**src/rtl/keyseq_pkg.sv**
```systemverilog
package keyseq_pkg;
  localparam int KS_WORDS = 4;

  // Control-to-datapath strobes for one cycle.
  typedef struct packed {
    logic [KS_WORDS-1:0] storeWord;  // one-hot: capture wrData into this word
    logic                accStart;   // seed running CRC from zero with wrData
    logic                accStep;    // fold wrData into running CRC
    logic                crcCommit;  // publish running CRC folded with wrData
    logic                crcClear;   // force published CRC to zero
    logic                wipe;       // erase key, running and published CRC
  } ksStrobe_t;
endpackage

```
**src/rtl/keyseq_ctrl.sv**
```systemverilog
module keyseq_ctrl import keyseq_pkg::*; #(
  parameter int NUM_WORDS = KS_WORDS,
  parameter int IDX_W     = $clog2(NUM_WORDS)
) (
  input  logic             clk,
  input  logic             rstN,
  input  logic             wrEn,
  input  logic [IDX_W-1:0] wrIdx,
  input  logic             keyLock,
  input  logic             cfgLock,
  input  logic             modeChange,
  output ksStrobe_t        strobe
);
  localparam logic [IDX_W-1:0] LAST_IDX = IDX_W'(NUM_WORDS - 1);

  logic             armed;
  logic [IDX_W-1:0] expIdx;
  logic             locked;
  logic             take;
  logic             inOrder;
  logic             isStart;

  assign locked  = keyLock | cfgLock;
  assign take    = wrEn & ~locked & ~modeChange;
  assign isStart = (wrIdx == '0);
  assign inOrder = armed & (wrIdx == expIdx);

  always_comb begin
    strobe = '0;
    if (!locked && modeChange) strobe.wipe = 1'b1;
    if (take) begin
      strobe.storeWord = KS_WORDS'(1) << wrIdx;
      if (isStart) begin
        strobe.accStart = 1'b1;
        strobe.crcClear = 1'b1;
      end else if (inOrder && wrIdx == LAST_IDX) begin
        strobe.crcCommit = 1'b1;
      end else if (inOrder) begin
        strobe.accStep  = 1'b1;
        strobe.crcClear = 1'b1;
      end else begin
        strobe.crcClear = 1'b1;
      end
    end
  end

  always_ff @(posedge clk or negedge rstN) begin
    if (!rstN) begin
      armed  <= 1'b0;
      expIdx <= '0;
    end else if (strobe.wipe) begin
      armed  <= 1'b0;
      expIdx <= '0;
    end else if (take) begin
      if (isStart) begin
        armed  <= 1'b1;
        expIdx <= IDX_W'(1);
      end else if (inOrder && wrIdx != LAST_IDX) begin
        expIdx <= expIdx + IDX_W'(1);
      end else begin
        armed  <= 1'b0;
      end
    end
  end

  AST_START_ARMS: assert property (@(posedge clk) disable iff (!rstN)
    (take && isStart) |=> (armed && expIdx == IDX_W'(1)));

  AST_ABORT_DISARMS: assert property (@(posedge clk) disable iff (!rstN)
    (take && !isStart && !inOrder) |=> !armed);

  AST_WIPE_DISARMS: assert property (@(posedge clk) disable iff (!rstN)
    (modeChange && !keyLock && !cfgLock) |=> !armed);
endmodule

```
**src/rtl/keyseq_dp.sv**
```systemverilog
module keyseq_dp import keyseq_pkg::*; #(
  parameter int              WORD_W    = 32,
  parameter int              NUM_WORDS = KS_WORDS,
  parameter int              CRC_W     = 8,
  parameter logic [CRC_W-1:0] CRC_POLY = 8'h07,
  parameter int              KEY_W     = WORD_W * NUM_WORDS
) (
  input  logic              clk,
  input  logic              rstN,
  input  ksStrobe_t         strobe,
  input  logic [WORD_W-1:0] wrData,
  output logic [KEY_W-1:0]  keyOut,
  output logic [CRC_W-1:0]  crcOut
);
  logic [CRC_W-1:0] accQ;
  logic [CRC_W-1:0] crcQ;

  function automatic logic [CRC_W-1:0] crcFold(input logic [CRC_W-1:0] seed,
                                               input logic [WORD_W-1:0] data);
    logic [CRC_W-1:0] c;
    logic             fb;
    c = seed;
    for (int i = WORD_W - 1; i >= 0; i--) begin
      fb = c[CRC_W-1] ^ data[i];
      c  = {c[CRC_W-2:0], 1'b0} ^ (fb ? CRC_POLY : '0);
    end
    return c;
  endfunction

  for (genvar w = 0; w < NUM_WORDS; w++) begin : g_word
    logic [WORD_W-1:0] wordQ;
    always_ff @(posedge clk or negedge rstN) begin
      if (!rstN)                  wordQ <= '0;
      else if (strobe.wipe)       wordQ <= '0;
      else if (strobe.storeWord[w]) wordQ <= wrData;
    end
    assign keyOut[w*WORD_W +: WORD_W] = wordQ;
  end

  always_ff @(posedge clk or negedge rstN) begin
    if (!rstN)                accQ <= '0;
    else if (strobe.wipe)     accQ <= '0;
    else if (strobe.accStart) accQ <= crcFold('0, wrData);
    else if (strobe.accStep)  accQ <= crcFold(accQ, wrData);
  end

  always_ff @(posedge clk or negedge rstN) begin
    if (!rstN)                 crcQ <= '0;
    else if (strobe.wipe)      crcQ <= '0;
    else if (strobe.crcCommit) crcQ <= crcFold(accQ, wrData);
    else if (strobe.crcClear)  crcQ <= '0;
  end

  assign crcOut = crcQ;

  AST_CRC_SET_BY_COMMIT: assert property (@(posedge clk) disable iff (!rstN)
    ((crcQ != '0) && (crcQ != $past(crcQ))) |-> $past(strobe.crcCommit));

  AST_CLEAR_ZEROES_CRC: assert property (@(posedge clk) disable iff (!rstN)
    (strobe.crcClear || strobe.wipe) |=> (crcQ == '0));
endmodule

```
**src/rtl/keyseq_loader.sv**
```systemverilog
module keyseq_loader import keyseq_pkg::*; #(
  parameter int WORD_W    = 32,
  parameter int NUM_WORDS = KS_WORDS,
  parameter int CRC_W     = 8,
  parameter int IDX_W     = $clog2(NUM_WORDS),
  parameter int KEY_W     = WORD_W * NUM_WORDS
) (
  input  logic              clk,
  input  logic              rstN,
  input  logic              wrEn,
  input  logic [IDX_W-1:0]  wrIdx,
  input  logic [WORD_W-1:0] wrData,
  input  logic              keyLock,
  input  logic              cfgLock,
  input  logic              modeChange,
  output logic [KEY_W-1:0]  keyOut,
  output logic [CRC_W-1:0]  keyCrc,
  output logic              keyValid
);
  ksStrobe_t strobe;

  keyseq_ctrl #(.NUM_WORDS(NUM_WORDS), .IDX_W(IDX_W)) u_ctrl (
    .clk(clk), .rstN(rstN), .wrEn(wrEn), .wrIdx(wrIdx),
    .keyLock(keyLock), .cfgLock(cfgLock), .modeChange(modeChange),
    .strobe(strobe)
  );

  keyseq_dp #(.WORD_W(WORD_W), .NUM_WORDS(NUM_WORDS), .CRC_W(CRC_W)) u_dp (
    .clk(clk), .rstN(rstN), .strobe(strobe), .wrData(wrData),
    .keyOut(keyOut), .crcOut(keyCrc)
  );

  assign keyValid = |keyCrc;

  AST_LOCK_FREEZE: assert property (@(posedge clk) disable iff (!rstN)
    (keyLock || cfgLock) |=> ($stable(keyCrc) && $stable(keyOut)));

  AST_MODE_WIPE: assert property (@(posedge clk) disable iff (!rstN)
    (modeChange && !keyLock && !cfgLock) |=> (keyOut == '0 && keyCrc == '0));

  AST_VALID_AFTER_LAST: assert property (@(posedge clk) disable iff (!rstN)
    $rose(keyValid) |-> $past(wrEn && wrIdx == IDX_W'(NUM_WORDS - 1) &&
                              !keyLock && !cfgLock && !modeChange));
endmodule

```
**config.mk**
```make
export PLATFORM = sky130hd
export DESIGN_NAME = keyseq_loader
export DESIGN_NICKNAME = d
export VERILOG_FILES = /design/src/rtl/keyseq_pkg.sv /design/src/rtl/keyseq_ctrl.sv /design/src/rtl/keyseq_dp.sv /design/src/rtl/keyseq_loader.sv
export SDC_FILE = /design/constraint.sdc
export NUM_CORES = 1
export LEC_CHECK = 0
export BUFFER_PORTS_ARGS = -buffer_cell sky130_fd_sc_hd__buf_2
export CAP_MARGIN = 20
export CORE_MARGIN = 10
export CORE_UTILIZATION = 30
export CTS_CLUSTER_SIZE = 14
export DETAILED_ROUTE_END_ITERATION = 8
export MAX_ROUTING_LAYER = met4
export PLACE_DENSITY = 0.48
export SYNTH_ARGS = -nofsm -noshare
export SYNTH_HDL_FRONTEND = slang
export SYNTH_SLANG_ARGS = --single-unit
```
**constraint.sdc**
```tcl
create_clock -name clk -period 4.5 [get_ports clk]
set_input_delay 0.45 -clock clk [delete_from_list [all_inputs] [get_ports clk]]
set_output_delay 0.45 -clock clk [all_outputs]
set_load 0.03 [all_outputs]
```
==> run metrics <==
Yosys cell types=43; status=completed; Max Slew Vio Count=0; top cell type's share of synthesized area=about 46%; routing usage on met2=between 20% and 30%; CP Data Arrival Time=between 3 and 4 ns; Mapped Nets=853; CTS Buf Count=17; multiplexer area fraction after synthesis=less than 1%; routed len/inst=approximately 21 um; flops & latches, synth=147; GRT Total Usage=~17%; power per standard cell area=about 730 nW/um^2; Synth Instances=approximately 810; capture point of the worst path=u_dp.accQ[6]; Synth Area in XOR/XNOR=24.6%; Critical Path Start Type=flop; max incr delay on CP=~0.48 ns; Min-Delay Path Class=in -> async; post-synthesis simple-gate area fraction=between 15 and 20%; Crit Path Max Fanout=4; die width=~180 um; fin crit period=2.87 ns; first-pass GRT wire length=41100 um; Worst path depth=7; Skew-Pair Late Insertion Delay=0.43 ns; CP top delay family=XOR/XNOR gates; crit-path most repeated cell=xnor3_1; reg2reg start=u_dp.accQ[6]; pre-CTS setup slack=around 1.3 ns; CTS resizes=0; Hold-fix buffers, CTS=0; M3 GR Usage=about 3.7%; part of the cycle the worst path needs=between 60% and 70%; First-pass DRT Iterations=7; Crit path buffers/inverters=0; layout cell share with drive strength beyond 1=24.6%; FF/Latch Area=around 3700 um^2; starting density of the core=a little under a third; Syn Area/Cell=about 9.7 um^2; Core Region=26100 um^2; clk buf depth=2; FMAX=about 0.35 GHz; # IOs=177; Post-synth EDFFs=0; DIE AREA=33300 um^2; switching share of total power=between 30% and 40%; async set or reset register ratio after synthesis=100%; Worst Setup Slack, final=~1.6 ns; DR DRC count=0; Post-Route Setup TNS=0 ns; sequential fraction of the synthesis area=a little under half; mapped cell area=between 7000 and 8000 um^2; Routed WL=27400 um; Leakage=4.99 nW; top_reg_cell synth=dfrtp_1; largest net degree at the start of global routing=approximately 80; unrepaired setup endpoints after global routing=false; worst slew pin tran=1.03 ns; Rel. slew slack=30.5%; vias in the first global route=approximately 6300; Reg power frac=a little over a fifth; Port Buffers=176; complex-gate fraction of the synthesized area=slightly above 8%; DP Wirelength=between 15000 and 20000 um; FILL cells=2701; Initial DRC Count=423; TritonCTS clock tree=yes; R2R setup slack=about 1.6 ns; clock share of power=approximately 22%; Syn-to-layout area delta=21.9%; multi-input logic area=about 4000 um^2; Worst Reg-to-Reg Cells=7; H-tree lvl count=4; Max Clock Skew=just under 0.006 ns; initial antenna violation count=1; vias per cell=4.73; Core Rows=~60; CP Class=reg -> reg; Ys Warns=0; grt met1 use=a little over a fifth; Worst Setup End Kind=flop; Clock transition at path regs=0.07 ns; Crit. Startpoint=u_dp.accQ[6]; ranking of synthesized cells by area=dfrtp_1, nand2_1, xnor3_1; final antenna-violating net count=0; Setup Buffers After CTS=0; largest family of logic cells by synthesized area=XOR/XNOR gates; Die Y=approximately 180 um; Worst EP required=4.80 ns; clk sink count=roughly 150; area share of fa/ha/maj cells after synthesis=0%; leading area contributor after synthesis=dfrtp_1; Final nets=just under 1000; maxcap violations=0; NetSw=~0.0027 W; Placer Congestion=0.854; final hold vios=0; global routing's busiest layer=met2; Gate power share=a little under three fifths; VDD IR max=0.000658 V; Vias=roughly 6200; Util after Layout=a little under two fifths; Setup violations, final=0; Root Driver=clkbuf_16; crit-path cells=xnor2_1 > xnor3_1 > xor3_1 > xnor3_1 > xor2_1 > nor3b_1 > a2111oi_0; Reg-to-Reg End=u_dp.accQ[6]; internal power=~0.0043 W; GRT overflow=0; slowest CP cell=xnor3_1
worst min path at each step:
stage                     slack (ns)                       end                    start  depth (start not counted)
after floorplan                 0.15              u_ctrl.armed                     rstN                          0
after global placement          0.48   u_dp.g_word[0].wordQ[3]  u_dp.g_word[0].wordQ[3]                          2
after detailed placement        0.48   u_dp.g_word[0].wordQ[3]  u_dp.g_word[0].wordQ[3]                          2
after CTS                       0.04  u_dp.g_word[1].wordQ[20]                     rstN                          1
after global routing            0.05  u_dp.g_word[0].wordQ[23]                     rstN                          1
final                           0.01  u_dp.g_word[0].wordQ[23]                     rstN                          1
cell families (layout without fill, tap and decap cells):
logic type	count (synthesis)	in the layout
and+or+nand+nor	333	333
DFF	147	147
xor gates and xnor gates	139	139
AOI/OAI and AO/OA	123	123
buffers and inverters	70	221
muxes	1	1
other	0	1
layout make-up:
class | instances | area share, %
clock inverter | 15 | 1.93
inverter | 1 | 0.0389
multi-input combinational | 596 | 41.0
sequential | 147 | 38.1
timing repair buffer | 188 | 10.2
antenna | 1 | 0.0259
tap | 335 | 4.34
clock buffer | 17 | 4.40
layer usage:
metal	part of all wire, %	vias up
met5	0	-
met4	0.97	0
met3	5.8	16
met2	48	177
met1	46	3034
li1	-	2924
synthesized netlist by cell type (2+ instances only):
master and number:
a21oi_1 101, a221o_1 2, a22oi_1 2, and2_1 5, buf_1 4, buf_2 5
buf_4 3, clkbuf_1 55, dfrtp_1 147, nand2_1 273, nand3_1 32, nor2_1 7
nor3_1 4, nor3b_1 3, nor4_1 2, o21ai_0 12, xnor2_1 63, xnor2_2 5
xnor3_1 31, xnor3_2 4, xnor3_4 2, xor2_1 23, xor3_1 8
per-stage QoR:
stage	area (um^2)	hold WS [ns]	total power, W	cells
2_1_floorplan	7920	0.154	0.00463	813
3_3_place_gp	9030	0.479	0.00548	1266
3_5_place_dp	9030	0.479	0.00549	1266
4_1_cts	9640	0.0364	0.00705	1298
5_1_grt	9660	0.0451	0.00735	1300
6_report	9660	0.0114	0.00701	1300
cell usage in the layout (no fill, tap or decap), types with 2 or more instances in the layout:
cell type	synthesis	routed
a22oi_1	2	2
buf_4	3	11
inv_6	0	5
nor2_1	7	6
xnor2_1	63	63
xor3_1	8	8
clkinvlp_4	0	2
xnor2_2	5	5
nor3_1	4	4
inv_8	0	3
clkinv_4	0	2
dfrtp_1	147	147
a21oi_1	101	101
nand3_1	32	32
and2_1	5	4
buf_2	5	175
nor3b_1	3	3
nor4_1	2	2
nand2_1	273	273
xnor3_4	2	2
clkbuf_16	0	17
xnor3_1	31	31
xor2_1	23	23
a221o_1	2	2
bufinv_16	0	2
xnor3_2	4	4
o21ai_0	12	12
power by group through the flow:
stage / clock (W) / sequential [W] / combinational, W
after global placement: 0 / 0.00151 / 0.00397
after floorplan: 0 / 0.00159 / 0.00304
final: 0.00151 / 0.00148 / 0.00402
after detailed placement: 0 / 0.00151 / 0.00399
after global routing: 0.00160 / 0.00149 / 0.00426
after CTS: 0.00154 / 0.00148 / 0.00403
sequential cells by signal, indices dropped and copies added, names as in the netlist:
| signal | flops |
|---|---|
| u_dp.crcOut | 8 |
| u_dp.g_word.wordQ | 128 |
| u_ctrl.armed | 1 |
| u_dp.accQ | 8 |
| u_ctrl.expIdx | 2 |
No activity file was read; power rests on OpenSTA's default activity.
